## src/rtl/hpf_pkg.sv

```systemverilog
package hpf_pkg;
  parameter int KW = 4;

  typedef struct packed {
    logic          load;
    logic          flush;
    logic          bypass;
    logic [KW-1:0] kEff;
  } hpfStrobe_t;
endpackage

```

## src/rtl/hpf_ctrl.sv

```systemverilog
module hpf_ctrl
  import hpf_pkg::*;
#(
  parameter int KMAX = 12
) (
  input  logic          clk,
  input  logic          rstN,
  input  logic          clearIn,
  input  logic [KW-1:0] shiftK,
  input  logic          inValid,
  output hpfStrobe_t    strobe,
  output logic          outValid
);
  localparam logic [KW-1:0] K_LIMIT = KW'(KMAX);

  logic [KW-1:0] kPrev;
  logic          kChanged;

  assign kChanged = (shiftK != kPrev);

  always_comb begin
    strobe.load   = inValid;
    strobe.flush  = clearIn || kChanged;
    strobe.bypass = (shiftK == '0);
    strobe.kEff   = (shiftK > K_LIMIT) ? K_LIMIT : shiftK;
  end

  always_ff @(posedge clk) begin
    if (!rstN) begin
      kPrev    <= '0;
      outValid <= 1'b0;
    end else begin
      kPrev    <= shiftK;
      outValid <= inValid;
    end
  end

  AST_K_CLAMP: assert property (@(posedge clk) disable iff (!rstN)
    !strobe.bypass |-> (strobe.kEff >= 1 && strobe.kEff <= K_LIMIT));

  AST_K_HIGH_CODES: assert property (@(posedge clk) disable iff (!rstN)
    (shiftK > K_LIMIT) |-> (strobe.kEff == K_LIMIT));
endmodule

```

## src/rtl/hpf_datapath.sv

```systemverilog
module hpf_datapath
  import hpf_pkg::*;
#(
  parameter int DW = 16,
  parameter int FW = 12,
  parameter int GB = 4
) (
  input  logic                 clk,
  input  logic                 rstN,
  input  hpfStrobe_t           strobe,
  input  logic signed [DW-1:0] inSample,
  output logic signed [DW-1:0] outSample
);
  localparam int AW = DW + FW + GB;
  localparam int RW = AW - FW;
  localparam logic signed [AW-1:0] HALF    = AW'(1) <<< (FW - 1);
  localparam logic signed [AW-1:0] ACC_LIM = AW'(1) <<< (DW + FW + 2);
  localparam logic signed [RW-1:0] MAXV = {{(RW-DW+1){1'b0}}, {(DW-1){1'b1}}};
  localparam logic signed [RW-1:0] MINV = {{(RW-DW+1){1'b1}}, {(DW-1){1'b0}}};

  logic signed [DW-1:0] xPrev;
  logic signed [AW-1:0] yAcc;

  logic signed [DW-1:0] xBase;
  logic signed [AW-1:0] yBase;
  logic signed [AW-1:0] xExt, pExt, diffScaled, leak, yNext, yRound;
  logic signed [RW-1:0] rounded;
  logic signed [DW-1:0] satOut;

  always_comb begin
    xBase      = strobe.flush ? '0 : xPrev;
    yBase      = strobe.flush ? '0 : yAcc;
    xExt       = {{(AW-DW){inSample[DW-1]}}, inSample};
    pExt       = {{(AW-DW){xBase[DW-1]}}, xBase};
    diffScaled = (xExt - pExt) <<< FW;
    leak       = yBase >>> strobe.kEff;
    yNext      = yBase - leak + diffScaled;
    yRound     = yNext + HALF;
    rounded    = yRound[AW-1:FW];
    if (rounded > MAXV)      satOut = MAXV[DW-1:0];
    else if (rounded < MINV) satOut = MINV[DW-1:0];
    else                     satOut = rounded[DW-1:0];
  end

  always_ff @(posedge clk) begin
    if (!rstN) begin
      xPrev     <= '0;
      yAcc      <= '0;
      outSample <= '0;
    end else if (strobe.load) begin
      if (strobe.bypass) begin
        xPrev     <= '0;
        yAcc      <= '0;
        outSample <= inSample;
      end else begin
        xPrev     <= inSample;
        yAcc      <= yNext;
        outSample <= satOut;
      end
    end else if (strobe.flush) begin
      xPrev <= '0;
      yAcc  <= '0;
    end
  end

  AST_BYPASS_PASS: assert property (@(posedge clk) disable iff (!rstN)
    (strobe.load && strobe.bypass) |=> (outSample == $past(inSample)));

  AST_HOLD_IDLE: assert property (@(posedge clk) disable iff (!rstN)
    (!strobe.load && !strobe.flush) |=> ($stable(yAcc) && $stable(xPrev) && $stable(outSample)));

  AST_IDLE_OUT_STABLE: assert property (@(posedge clk) disable iff (!rstN)
    !strobe.load |=> $stable(outSample));

  AST_FLUSH_ZERO: assert property (@(posedge clk) disable iff (!rstN)
    (strobe.flush && !strobe.load) |=> (yAcc == '0 && xPrev == '0));

  AST_ACC_RANGE: assert property (@(posedge clk) disable iff (!rstN)
    (yAcc < ACC_LIM) && (yAcc > -ACC_LIM));
endmodule

```

## src/rtl/hpf_dc_block.sv

```systemverilog
module hpf_dc_block
  import hpf_pkg::*;
#(
  parameter int DW   = 16,
  parameter int FW   = 12,
  parameter int GB   = 4,
  parameter int KMAX = 12
) (
  input  logic                 clk,
  input  logic                 rstN,
  input  logic                 clearIn,
  input  logic [KW-1:0]        shiftK,
  input  logic                 inValid,
  input  logic signed [DW-1:0] inSample,
  output logic                 outValid,
  output logic signed [DW-1:0] outSample
);
  hpfStrobe_t strobe;

  hpf_ctrl #(.KMAX(KMAX)) i_ctrl (
    .clk      (clk),
    .rstN     (rstN),
    .clearIn  (clearIn),
    .shiftK   (shiftK),
    .inValid  (inValid),
    .strobe   (strobe),
    .outValid (outValid)
  );

  hpf_datapath #(.DW(DW), .FW(FW), .GB(GB)) i_datapath (
    .clk       (clk),
    .rstN      (rstN),
    .strobe    (strobe),
    .inSample  (inSample),
    .outSample (outSample)
  );

  AST_VALID_FOLLOWS: assert property (@(posedge clk) disable iff (!rstN)
    outValid |-> $past(inValid));

  AST_VALID_NO_GHOST: assert property (@(posedge clk) disable iff (!rstN)
    !$past(inValid) |-> !outValid);
endmodule

```

## config.mk

```make
export PLATFORM = sky130hd
export DESIGN_NAME = hpf_dc_block
export DESIGN_NICKNAME = d
export VERILOG_FILES = /design/src/rtl/hpf_pkg.sv /design/src/rtl/hpf_ctrl.sv /design/src/rtl/hpf_datapath.sv /design/src/rtl/hpf_dc_block.sv
export SDC_FILE = /design/constraint.sdc
export NUM_CORES = 1
export LEC_CHECK = 0
export BUFFER_PORTS_ARGS = -buffer_cell sky130_fd_sc_hd__buf_2
export CORE_ASPECT_RATIO = 0.5
export CORE_MARGIN = 3
export CORE_UTILIZATION = 58
export CTS_CLUSTER_DIAMETER = 30
export CTS_CLUSTER_SIZE = 24
export DETAILED_ROUTE_END_ITERATION = 7
export GPL_ROUTABILITY_DRIVEN = 1
export PLACE_DENSITY = 0.79
export SKIP_CTS_REPAIR_TIMING = 1
export SLEW_MARGIN = 25
export SYNTH_ARGS = -nofsm -noshare
export SYNTH_HDL_FRONTEND = slang
export SYNTH_HIERARCHICAL = 1
export SYNTH_SLANG_ARGS = --single-unit
```

## constraint.sdc

```tcl
create_clock -name clk -period 6.4 [get_ports clk]
set_input_delay 0.64 -clock clk [delete_from_list [all_inputs] [get_ports clk]]
set_output_delay 0.64 -clock clk [all_outputs]
set_load 0.01 [all_outputs]
```

### After elaboration in Yosys (flattened, before gate mapping)

Index checks and enable logic that the tools add are counted.

| cells by class | value |
|---|---|
| $lt $le $gt $ge | 3 |
| muxes and demuxes | 10 |
| $add $sub $neg | 4 |
| eq/ne operators | 1 |
| shift operators | 1 |
| reductions and logical operators | 2 |

Operators with widths:

| cell | number |
|---|---|
| 16-bit 2-to-1 mux | 6 |
| 32-bit 2-to-1 mux | 3 |
| 32-bit by 13-bit adder with 32-bit output (second input constant) | 1 |
| 32-bit adder | 1 |
| 32-bit by 4-bit >>> shifter with 32-bit output | 1 |
| 32-bit subtractor | 1 |
| 20-bit by 16-bit > comparator with 1-bit output (second input constant) | 1 |
| 20-bit by 16-bit less-than comparator with 1-bit output (second input constant) | 1 |
| 16-bit by 16-bit subtractor with 17-bit output | 1 |
| 4-bit > comparator (second input constant) | 1 |
| 4-bit logical NOT | 1 |
| 4-bit 2-to-1 mux | 1 |
| 4-bit inequality test | 1 |
| 1-bit logical OR | 1 |

| word-level totals | value |
|---|---|
| flip-flop bits (word level) | 69 |
| output and inout bits | 17 |

### Longest topological paths before layout

| logic depth | value |
|---|---|
| depth after elaboration | 11 |
| depth in mapped cells | 35 |

### Modules after synthesis

Netlist, hierarchy kept.

Modules (own cells, without submodules):

| module | cells each | instances | area an instance (sq um) |
|---|---|---|---|
| hpf_datapath | 1054 | 1 | 7858.8 |
| hpf_ctrl | 22 | 1 | 214.0 |

### Least setup slack after synthesis

OpenSTA, ideal clock, no wires.

| timing | value |
|---|---|
| path kind | input -> register |
| start | input shiftK[1] |
| end | register i_datapath.outSample[1] |
| slack | -0.597 ns |
| stages | 34 |
| data arrival time | 6.878 ns |
| cells stage by stage | xor2_1 > nor2_1 > nand4_1 > clkbuf_1 > clkbuf_1 > nand2b_1 > ha_1 > nor2b_1 > o21ai_0 > a21oi_1 > o21ai_0 > a21boi_0 > o21ai_0 > a21boi_0 > o21a_1 > o21ai_0 > nand2_1 > a21oi_1 > xor2_1 > fa_1 > inv_1 > ha_1 > and3_1 > a221o_1 > or3_1 > o211ai_1 > nand2_1 > nor4_4 > o2111ai_2 > nor2b_4 > o31a_4 > buf_6 > a21oi_2 > o21ai_1 |

RTL lines:

| element | RTL line | RTL |
|---|---|---|
| start: declaration | hpf_dc_block.sv:12 | `input logic [KW-1:0] shiftK,` |
| end signal: assignment | hpf_datapath.sv:54 | `outSample <= inSample;` |
| end signal: assignment | hpf_datapath.sv:58 | `outSample <= satOut;` |
| end: declaration | hpf_datapath.sv:12 | `output logic signed [DW-1:0] outSample` |

==> results.md <==
* Lkg Pwr at around 4.8 nW
* GR Overflow Total at 0
* Synth cell count leaders: nand2_1 (103), o21ai_0 (84), nor2_1 (72)
* Avg Cell Area, Syn at between 7 and 8 sq um
* Hold WS at 0.4477 ns
* Post-synthesis mux area share at under 10%
* Initial antenna violation count at 0
* Critical path arrival at a little under 7 ns
* Compound-Gate Fraction of Synth Area at between 20 and 30%
* Synth area leaders: dfxtp_1 (17%), ha_1 (9.1%), fa_1 (5.2%)
* Register area share after synthesis at about 17%
* Status: finished with violations
* Largest net degree at the start of global routing at 56
* Seq cells post-synth at slightly below 70
* CTS sink cnt at ~70
* Post-synthesis simple-gate area fraction at 23.88%
* Non-filler cells, final at 1470
* Worst skew pair latency at about 0.35 ns
* DRC violations left at 0
* Worst slew margin at around a third
* TritonCTS clock tree: built
* CTS clock-pin slew for the worst setup and hold paths at around 0.070 ns
* Crit path time final at 6.627 ns
* Fmax at around 150 MHz
* Most common cell in the netlist: nand2_1
* Crit end category: flip-flop
* Post-route clock skew at between 0.015 and 0.02 ns
* TritonCTS buffer count at 9
* R2R Setup Slk at -0.16 ns
* Drt total wl at 29430 microns
* Tcrit/Tclk final at 103.5%
* Slowest-stage cell, CP: fa_1
* R2R Path End: i_datapath/outSample[2]
* Worst-case vdd ir drop at 166.0 uV
* Post-synth top flop: dfxtp_1
* Antenna Nets Post-Route at 0
* Final Hold Vio Count at 0
* Yosys warns at 6
* CP peak stage delay at 0.56 ns
* CP Launch Type: primary input
* Clock network power share at 20.2%
* Global-route wire length before repair at between 40000 and 50000 microns
* Placed cell area at ~0.0098 sq mm
* Syn Nets at ~1200
* CTS Root Cell: clkbuf_16
* Die area at approximately 0.015 sq mm
* Final setup viols at 15
* R2R Path Start: i_ctrl/kPrev[1]
* Global-route usage over all layers at 36.03%
* Chip Height at between 80 and 90 microns
* Top cell type by total area after synthesis: dfxtp_1
* Reg power frac at ~18%
* Max H-tree Level at 3
* Pint at ~0.0016 W
* Routability-driven placement congestion ratio at 1.103
* Slew @ Worst Pin at about 1 ns
* Post-DP HPWL at between 20000 and 25000 microns
* Vias in the first global route at around 8400
* Final Cell Area at roughly 0.011 sq mm
* Initial DRT Pass Iterations at 5
* RSZ-0062 raised after global routing: yes
* I/O pin count at roughly 40
* Synth top area share at between 15 and 20%
* Max Cap Violations at 0
* Antenna cells at 0
* Avg Vias per Cell at between 6 and 7
* Share of layout cells above drive strength 1 at 29.36%
* Comb pwr share at roughly 61%
* Power Density at approximately 260 mW/mm^2
* XOR/XNOR Fraction of Synth Area at about 5.7%
* Synth Area in Adders at roughly 14%
* Switching fraction of total power at 43.03%
* Final WS setup at -0.2267 ns
* Async SR Flop Fraction at 0%
* Synth cell types at 87
* Failing checks: setup timing
* Post-synth EDFFs at 0
* I/O Buffers at 40
* CP most frequent cell: a21oi_2
* Psw at between 0.001 and 0.0015 W
* Largest family of logic cells by synthesized area: compound AO/OA/AOI/OAI gates
* Layout Nets at ~1400
* Tightest Hold Check Type: reg2reg
* Die width at 172.8 microns
* Area added between synthesis and finish at 30.95%
* Routed wire length per instance at 20.02 microns
* Worst Path Required at approximately 6.6 ns
* Clock Tree Buf Depth at 2
* Initial drt markers at between 900 and 1000
* Core ar. at between 0.01 and 0.015 sq mm
* Worst Path Max Fanout at 8
* Cells after Synth at 1076
* Initial Util at 61.46%
* FF-to-FF path depth at 33
* Final Max Slew Viols at 0
* Critical path launch point: shiftK[1]
* CP Class: in2reg
* Vias at 9107
* Critical path endpoint: i_datapath/outSample[2]
* Dpl cells at 1440
* Rows at 29
* Post-Syn Area at 0.008073 sq mm
cell families after synthesis:
group                    after synthesis
multiplexers                          44
AO/OA/AOI/OAI                        331
XOR/XNOR                              51
adder cells (fa/ha/maj)               80
flip-flops                            69
buffers and inverters                129
AND/OR/NAND/NOR                      372
sequential cells by signal (all words and copies together) (netlist names):
register / cells
i_datapath/xPrev: 16
i_ctrl/kPrev: 4
i_ctrl/outValid: 1
i_datapath/outSample: 16
i_datapath/yAcc: 32
power groups by stage:
stage | Clock [W] | Combinational, W | Sequential, W
2_1_floorplan | 0 | 0.000882 | 0.000525
3_5_place_dp | 0 | 0.00149 | 0.000519
3_3_place_gp | 0 | 0.00147 | 0.000517
5_1_grt | 0.000582 | 0.00180 | 0.000517
6_report | 0.000563 | 0.00171 | 0.000512
4_1_cts | 0.000564 | 0.00151 | 0.000510
through the flow:
| stage | power (W) | TNS, ns | utilization (%) | worst slack (ns) |
|---|---|---|---|---|
| 2_1_floorplan | 0.001407 | -0.5219 | - | -0.05844 |
| 3_3_place_gp | 0.001984 | -5.972 | 74.93 | -0.3960 |
| 3_5_place_dp | 0.002010 | -8.660 | 74.93 | -0.5823 |
| 4_1_cts | 0.002581 | -3.818 | 77.39 | -0.2946 |
| 5_1_grt | 0.002898 | -7.168 | 80.48 | -0.5096 |
| 6_report | 0.002780 | -2.712 | 80.48 | -0.2267 |
final cells by class:
cell class	instances	area [sq um]
Clock inverter	6	93.84
Multi-Input combinational cell	880	6565
Sequential cell	69	1381
Fill cell	882	2564
Timing Repair Buffer	250	1807
Inverter	69	262.8
Clock buffer	10	229.0
Tap cell	186	232.7
how the worst min path moves through the flow:
stage / slack, ns / startpoint / endpoint / depth (start not counted)
floorplan: 0.47 / i_datapath/outSample[0] / i_datapath/outSample[0] / 2
global route: 0.49 / i_datapath/outSample[9] / i_datapath/outSample[9] / 2
CTS: 0.45 / i_datapath/outSample[7] / i_datapath/outSample[7] / 2
finish: 0.45 / i_datapath/outSample[7] / i_datapath/outSample[7] / 2
detailed placement: 0.44 / i_datapath/outSample[7] / i_datapath/outSample[7] / 2
global placement: 0.43 / i_datapath/outSample[9] / i_datapath/outSample[9] / 2
layout by cell type, fill, tap and decap left out, types with 9 or more instances in the layout:
cell type and instances:
buf_4 206, nand2_1 101, o21ai_0 75, nor2_1 70, dfxtp_1 69, inv_1 64
a21oi_1 58, ha_1 53, and2_1 48, nand2b_1 43, buf_2 39, mux2i_1 32
xnor2_1 28, o21ai_1 28, o22ai_1 24, a21oi_2 23, nor2b_1 21, fa_1 20
o211ai_1 16, nand3_1 16, xor2_1 15, nor3_1 13, mux2_2 12, a21o_1 11
clkbuf_16 9
critical path, delay by kind of cell:
| kind | cells | cell delay [ns] |
|---|---|---|
| fa+ha+maj | 4 | 1.35 |
| compound gates | 12 | 2.27 |
| simple gates | 11 | 1.84 |
| xor+xnor | 3 | 0.39 |
| buf+inv | 4 | 0.37 |
routing by layer:
| layer | vias to the layer above | global-route usage, % | part of all wire, % |
|---|---|---|---|
| met1 | 4291 | 50.06 | 44 |
| li1 | 4219 | - | - |
| met2 | 513 | 58.89 | 43 |
| met3 | 84 | 7.040 | 11 |
| met4 | 0 | 7.715 | 2.4 |
| met5 | - | 0 | 0 |
Power figures use the tool's default switching activity.
